$ cat src/rtl/clkhold_pkg.sv
// Shared types for the serial-clock hold controller.
// Assumes: nothing beyond IEEE 1800-2017.
package clkhold_pkg;

    // Source selection for the ready/data pin.
    typedef enum logic [1:0] {
        OUT_PASS = 2'd0,   // follow the serial shifter
        OUT_LOW  = 2'd1,   // override pulse after reset entry
        OUT_HIGH = 2'd2    // held high while in reset
    } out_mode_e;

endpackage

$ cat src/rtl/clkhold_sync.sv
// Brings the serial clock pin into the system clock domain and flags its
// falling edge. Assumes the pin is asynchronous and free of glitches
// shorter than a clock period.
module clkhold_sync #(
    parameter int STAGES = 2
) (
    input  logic clk,
    input  logic rst_n,
    input  logic pin,
    output logic level,
    output logic fall
);
    logic [STAGES-1:0] chain;
    logic              level_d;

    // Synchroniser chain: stage 0 samples the pin.
    generate
        for (genvar i = 0; i < STAGES; i++) begin : g_stage
            if (i == 0) begin : g_first
                always_ff @(posedge clk) begin
                    if (!rst_n) chain[0] <= 1'b0;
                    else        chain[0] <= pin;
                end
            end else begin : g_next
                always_ff @(posedge clk) begin
                    if (!rst_n) chain[i] <= 1'b0;
                    else        chain[i] <= chain[i-1];
                end
            end
        end
    endgenerate

    // Delayed copy of the synchronised level for edge detection.
    always_ff @(posedge clk) begin
        if (!rst_n) level_d <= 1'b0;
        else        level_d <= chain[STAGES-1];
    end

    assign level = chain[STAGES-1];
    assign fall  = level_d & ~chain[STAGES-1];
endmodule

$ cat src/rtl/clkhold_count.sv
// Counts consecutive conversion ticks seen with the synchronised serial
// clock high. Clears whenever the level is low and saturates at LIMIT.
// Assumes tick is a single-clock pulse.
module clkhold_count #(
    parameter int LIMIT = 20,
    localparam int W = $clog2(LIMIT + 1)
) (
    input  logic         clk,
    input  logic         rst_n,
    input  logic         level,
    input  logic         tick,
    output logic [W-1:0] count
);
    // Consecutive-tick counter with clear on low and saturation.
    always_ff @(posedge clk) begin
        if (!rst_n)                                count <= '0;
        else if (!level)                           count <= '0;
        else if (tick && (count != W'(LIMIT)))     count <= count + 1'b1;
    end
endmodule

$ cat src/rtl/clkhold_seq.sv
// Holds the reset and power-down requests, times the override pulse on
// the ready pin, and issues the restart and first-valid pulses.
// Assumes count comes from clkhold_count and fall from clkhold_sync.
module clkhold_seq
    import clkhold_pkg::*;
#(
    parameter int SYNC_AT   = 4,
    parameter int PD_AT     = 20,
    parameter int LOW_PULSE = 3,
    localparam int CW = $clog2(PD_AT + 1),
    localparam int PW = $clog2(LOW_PULSE + 1)
) (
    input  logic          clk,
    input  logic          rst_n,
    input  logic [CW-1:0] count,
    input  logic          fall,
    input  logic          tick,
    output logic          rst_req,
    output logic          pd_req,
    output logic          restart,
    output logic          first_valid,
    output out_mode_e     mode
);
    logic          enter_rst;
    logic [PW-1:0] pulse_left;
    logic          await_first;

    assign enter_rst = (count >= CW'(SYNC_AT)) && !rst_req && !fall;

    // Reset and power-down request flags, released by a falling edge.
    always_ff @(posedge clk) begin
        if (!rst_n || fall) begin
            rst_req <= 1'b0;
            pd_req  <= 1'b0;
        end else begin
            if (count >= CW'(SYNC_AT)) rst_req <= 1'b1;
            if (count >= CW'(PD_AT))   pd_req  <= 1'b1;
        end
    end

    // Override pulse length counter, loaded on reset entry.
    always_ff @(posedge clk) begin
        if (!rst_n || fall)       pulse_left <= '0;
        else if (enter_rst)       pulse_left <= PW'(LOW_PULSE);
        else if (pulse_left != 0) pulse_left <= pulse_left - 1'b1;
    end

    // One-clock restart on release of an active reset.
    always_ff @(posedge clk) begin
        if (!rst_n) restart <= 1'b0;
        else        restart <= fall && rst_req;
    end

    // Wait for the first tick after release and mark it once.
    always_ff @(posedge clk) begin
        if (!rst_n) begin
            await_first <= 1'b0;
            first_valid <= 1'b0;
        end else begin
            first_valid <= await_first && tick;
            if (fall && rst_req)  await_first <= 1'b1;
            else if (tick)        await_first <= 1'b0;
        end
    end

    // Pin source selection.
    always_comb begin
        if (pulse_left != 0) mode = OUT_LOW;
        else if (rst_req)    mode = OUT_HIGH;
        else                 mode = OUT_PASS;
    end
endmodule

$ cat src/rtl/clkhold_ctrl.sv
// Top of the serial-clock hold controller: synchroniser, hold counter and
// request sequencer, with the ready/data pin multiplexer.
// Assumes cycle_tick comes from the conversion timer in the clk domain.
module clkhold_ctrl
    import clkhold_pkg::*;
#(
    parameter int SYNC_STAGES = 2,
    parameter int SYNC_CYCLES = 4,
    parameter int PD_CYCLES   = 20,
    parameter int LOW_PULSE   = 3,
    localparam int CW = $clog2(PD_CYCLES + 1)
) (
    input  logic clk,
    input  logic rst_n,
    input  logic sclk_in,
    input  logic cycle_tick,
    input  logic ready_n_in,
    output logic ready_out,
    output logic mod_reset,
    output logic pwr_down,
    output logic restart,
    output logic first_valid
);
    logic          sclk_lvl;
    logic          sclk_fall;
    logic [CW-1:0] hold_cnt;
    out_mode_e     pin_mode;

    clkhold_sync #(.STAGES(SYNC_STAGES)) u_sync (
        .clk   (clk),
        .rst_n (rst_n),
        .pin   (sclk_in),
        .level (sclk_lvl),
        .fall  (sclk_fall)
    );

    clkhold_count #(.LIMIT(PD_CYCLES)) u_count (
        .clk   (clk),
        .rst_n (rst_n),
        .level (sclk_lvl),
        .tick  (cycle_tick),
        .count (hold_cnt)
    );

    clkhold_seq #(
        .SYNC_AT   (SYNC_CYCLES),
        .PD_AT     (PD_CYCLES),
        .LOW_PULSE (LOW_PULSE)
    ) u_seq (
        .clk         (clk),
        .rst_n       (rst_n),
        .count       (hold_cnt),
        .fall        (sclk_fall),
        .tick        (cycle_tick),
        .rst_req     (mod_reset),
        .pd_req      (pwr_down),
        .restart     (restart),
        .first_valid (first_valid),
        .mode        (pin_mode)
    );

    // Ready/data pin multiplexer.
    always_comb begin
        case (pin_mode)
            OUT_LOW:  ready_out = 1'b0;
            OUT_HIGH: ready_out = 1'b1;
            default:  ready_out = ready_n_in;
        endcase
    end
endmodule

$ cat config.mk
export PLATFORM = sky130hd
export DESIGN_NAME = clkhold_ctrl
export DESIGN_NICKNAME = d
export VERILOG_FILES = /design/src/rtl/clkhold_pkg.sv /design/src/rtl/clkhold_sync.sv /design/src/rtl/clkhold_count.sv /design/src/rtl/clkhold_seq.sv /design/src/rtl/clkhold_ctrl.sv
export SDC_FILE = /design/constraint.sdc
export NUM_CORES = 1
export LEC_CHECK = 0
export ABC_AREA = 1
export CAP_MARGIN = 15
export CORE_AREA = 2 2 39 41
export CTS_BUF_LIST = sky130_fd_sc_hd__clkbuf_4
export DETAILED_ROUTE_END_ITERATION = 10
export DIE_AREA = 0 0 41 43
export PLACE_DENSITY = 0.75
export SYNTH_ARGS = -nofsm -noshare
export SYNTH_HDL_FRONTEND = slang
export SYNTH_SLANG_ARGS = --single-unit
export TNS_END_PERCENT = 20
$ cat constraint.sdc
create_clock -name clk -period 1.4 [get_ports clk]
set_input_delay 0.28 -clock clk [delete_from_list [all_inputs] [get_ports clk]]
set_output_delay 0.28 -clock clk [all_outputs]
set_load 0.02 [all_outputs]
### Word level (Yosys, flattened, before mapping)

Cells that the tools add are included.

* register bits after elaboration: 15
* output and inout bits: 5
* word-level logic and storage cells: 39

* add/subtract/negate cells: 2
* magnitude comparators: 2
* equality and inequality tests: 3
* mux-type cells: 7
* bitwise logic cells: 2
* reductions and logical operators: 13

Operators with widths (number)
* two-way mux 2 bit: 4
* nonzero test 2 bit: 3
* adder 5 x 1 -> 5 bit, second input constant: 1
* greater-or-equal comparator 5 x 3 -> 1 bit, second input constant: 1
* greater-or-equal comparator 5 bit, second input constant: 1
* logical AND 1 bit: 5
* != test 5 bit, second input constant: 1
* zero test 1 bit: 3
* == test 2 x 1 -> 1 bit, second input constant: 1
* == test 2 bit, second input constant: 1
* two-way mux 1 bit: 2
* case mux 1 bit (2 select lines): 1
* AND reduction 2 bit: 1
* subtractor 2 x 1 -> 2 bit, second input constant: 1
* AND 1 bit: 1
* logical OR 1 bit: 1
* inverter 1 bit: 1

### Logic depth before layout (Yosys ltp)

* word-level depth: 5
* mapped depth: 8

### Cells and area by module

From an unflattened synthesis, not the netlist that was laid out.

* cells, all modules: 102
* area total of the unflattened synthesis: 701.9 µm²

Modules (own cells, without submodules)
* clkhold_count: instances 1, cells each 45, area an instance 291.5 µm²
* clkhold_seq: instances 1, cells each 40, area an instance 289.0 µm²
* clkhold_sync: instances 1, cells each 11, area an instance 90.1 µm²
* clkhold_ctrl: instances 1, cells each 6, area an instance 31.3 µm²

### Worst setup path after synthesis

OpenSTA, ideal clock, no wires.

* kind: register to output
* start: register u_seq.pulse_left[0]
* end: output port ready_out
* arrival: 867 ps
* required time: 1120 ps
* setup slack: 253 ps
* stages on the path, launching flop included: 5
* path buffers: 0
* path through: dfxtp_1 inv_1 ha_1 inv_1 nor2_1

* cells in the longest elaborated chain, start to end: 4
* elaborated cells on any way between the ends: 5

RTL lines
* start: declaration: RTL line clkhold_seq.sv:25 `logic [PW-1:0] pulse_left;`
* start signal: assignment: RTL line clkhold_seq.sv:44 `else if (enter_rst) pulse_left <= PW'(LOW_PULSE);`
* start signal: assignment: RTL line clkhold_seq.sv:45 `else if (pulse_left != 0) pulse_left <= pulse_left - 1'b1;`
* nonzero test 2 bit (*): RTL line clkhold_seq.sv:68 `if (pulse_left != 0) mode = OUT_LOW;`
* two-way mux 2 bit (*): RTL line clkhold_seq.sv:68
* == test 2 bit / == test 2 x 1 -> 1 bit (equally long branches): RTL line clkhold_ctrl.sv:64 `case (pin_mode)`
* case mux 1 bit (2 select lines) (*): RTL line clkhold_ctrl.sv:64
* end: declaration: RTL line clkhold_ctrl.sv:18 `output logic ready_out,`

Mark *: on every way between the ends. The rest lies on a longest branch, timed or not.

### Worst setup path in the final report

* start: register u_seq.pulse_left[1]
* end: output port ready_out

The elaborated chain is that of the path after synthesis.

==> results.json <==
{
  "status": "finished, final reports clean",
  "vias": 581,
  "p_leak_nw": 0.407,
  "synth_top_family_by_area": "simple AND/OR/NAND/NOR gates",
  "worstMarginPinSlew_ns": 0.244,
  "whs_ns": 0.405,
  "synth-seq-area-share_pct": 46.3,
  "synthFlopType": "dfxtp_1",
  "cts_hold_buf": 0,
  "synth_fa_ha_area_share_pct": 5.79,
  "synth_compound_area_share_pct": 10.0,
  "clk-insertion-delay-late_ns": 0.29,
  "power_mw": 1.06,
  "hold_viol": 0,
  "fin_crit_sh_pct": 95.9,
  "die_w_um": 41,
  "drt_iter0_drc": 7,
  "synth-simple-area-share_pct": 25.5,
  "worstSetupEndpointType": "primary output",
  "vias_per_cell": 4.65,
  "postPlaceCellArea_um2": 803,
  "grt_pass1_wl_um": 1950,
  "fin_skew_ns": 0.0109,
  "synthDistinctLibCells": 15,
  "worstPathRequired_ns": 1.12,
  "cts_tree": "yes",
  "postCtsSetupRepairBufs": 0,
  "htreeDepth": 1,
  "wire_per_inst_um": 9.19,
  "min_period_ns": 1.34,
  "die-area_um2": 1760,
  "gp_congestion": 0.778,
  "core_area_um2": 1380,
  "hold_class": "register to register",
  "rsz0062_at_grt": "true",
  "io_buffers": 9,
  "fin_util_pct": 60.7,
  "grt_max_degree": 10,
  "synth-edff-count": 0,
  "async_flop_share_pct": 0,
  "drc": 0,
  "yosys.area.top_type_share_pct": 46.3,
  "maxCapViolations": 0,
  "synth_area_um2": 648,
  "drive_above_1_share_pct": 19.3,
  "max-slew-margin-rel_pct": 83.7,
  "antenna_found_initial": 0,
  "num_io_pins": 10,
  "clock_path_buffers": 2,
  "overflow": 0,
  "syn_nets": 98,
  "root_buffer": "clkbuf_4",
  "stdcell_area_um2": 840,
  "avgSynthCellArea_um2": 7.20,
  "drv_slew": 0,
  "r2r_setup_slack_ns": 0.11,
  "vdd_drop_max_v": 0.000694,
  "synth-xor-area-share_pct": 1.35,
  "setup_viol": 0,
  "antenna_cells": 0,
  "syn_inst": 90,
  "drt-total-wl_um": 1150,
  "fmax_mhz": 745,
  "yosysTopAreaCell": "dfxtp_1",
  "cp-start-kind": "register",
  "worstPathArrival_ns": 1.06,
  "synth.yosys.warnings": 0,
  "cp_max_fo": 2,
  "synth.mux.area_fraction_pct": 0,
  "initial_core_util_pct": 46.8,
  "fin_tns_setup_ns": 0,
  "synth_area_leaders": "dfxtp_1 (46%), inv_1 (10%), nand2_1 (10%)",
  "fin_nets": 118,
  "num_rows": 14,
  "synth_seq_cells": 15,
  "clock_sinks": 15,
  "die_y_um": 43,
  "crit_type": "register to primary output",
  "synthToLayoutAreaGrowth_pct": 29.5,
  "synth_commonest_cells": "inv_1 (18), nand2_1 (18), dfxtp_1 (15), nor2_1 (15)",
  "hpwlAfterDp_um": 920,
  "drtPass1Iterations": 2,
  "clkTransAtPathRegs_ns": 0.09,
  "first_global_vias": 516,
  "power.density_nw_per_um2": 1260,
  "antenna_left": 0,
  "cts_buffers": 3,
  "grt_usage_pct": 16.3
}
==> through the flow <==
stage	std cells	worst slack (ns)
detailed placement	121	-0.328
global route	125	-0.0133
finish	125	0.0575
global placement	121	-0.322
floorplan	90	0.253
CTS	125	-0.00386
==> metal layers <==
layer  vias up  GRT usage (%)  share of wire [%]
li1        314              -                  -
met4         0           6.00                  0
met1       257           19.2                 44
met5         -              0                  0
met2        10           24.7                 50
met3         0           7.85                5.2
==> area by class of cell <==
class | count | area [um^2]
Fill cell | 129 | 544
Sequential cell | 15 | 304
Multi-Input combinational cell | 56 | 289
Timing Repair Buffer | 15 | 128
Inverter | 19 | 71.3
Clock buffer | 3 | 22.5
Tap cell | 16 | 20.0
Clock inverter | 1 | 5.00
==> where the power goes <==
part	switching [mW]	leakage (nW)	internal, mW	total [mW]
combinational	0.144	0.266	0.187	0.330
sequential	0.0192	0.123	0.466	0.485
clock	0.135	0.0177	0.106	0.241
total	0.298	0.407	0.759	1.06
==> path summary, 6_finish.rpt <==
path | endpoint | startpoint | cells past startpoint
worst max-delay path | ready_out | u_seq.pulse_left[1]$_SDFFE_PP0P_ | 5
worst min-delay path | u_sync.level$_SDFF_PN0_ | u_sync.chain[0]$_SDFF_PN0_ | 2
worst max register to register | u_count.count[0]$_SDFFE_PN0P_ | u_count.count[1]$_SDFFE_PN0P_ | 8
worst min register to register | u_sync.level$_SDFF_PN0_ | u_sync.chain[0]$_SDFF_PN0_ | 2
==> kinds of logic after synthesis <==
| logic type | count (synthesis) |
|---|---|
| and+or+nand+nor | 40 |
| buffers and inverters | 19 |
| xor gates and xnor gates | 1 |
| DFF | 15 |
| adders and majority gates | 3 |
| AOI/OAI and AO/OA | 12 |
==> layout by cell type, fill, tap and decap left out, types with 3 or more instances in the layout <==
cell type / instances
nand2_1: 18
inv_1: 15
nor2_1: 15
dfxtp_1: 12
buf_4: 7
a21oi_1: 5
inv_2: 4
o21ai_0: 4
clkdlybuf4s50_1: 4
dlygate4sd2_1: 4
nand3_1: 3
clkbuf_4: 3
dfxtp_2: 3
==> sequential cells by signal, indices dropped and copies added (netlist names) <==
name,flops
u_sync.level_d,1
u_count.count,5
u_sync.chain,1
u_sync.level,1
u_seq.first_valid,1
u_seq.restart,1
u_seq.pd_req,1
u_seq.pulse_left,2
u_seq.rst_req,1
u_seq.await_first,1
==> timing repair <==
item / CTS / global route
resized for setup: 10 / 8
endpoints found under the setup margin: 5 / 3
cloned: 0 / 0
pin swaps: 0 / 2
==> critical path, cell delays in order, from the launching register on <==
cell and delay (ns):
dfxtp_2 0.33, inv_2 0.06, ha_4 0.13, inv_2 0.03, nor2_1 0.07, buf_4 0.14
(Power assumes the default switching activity.)
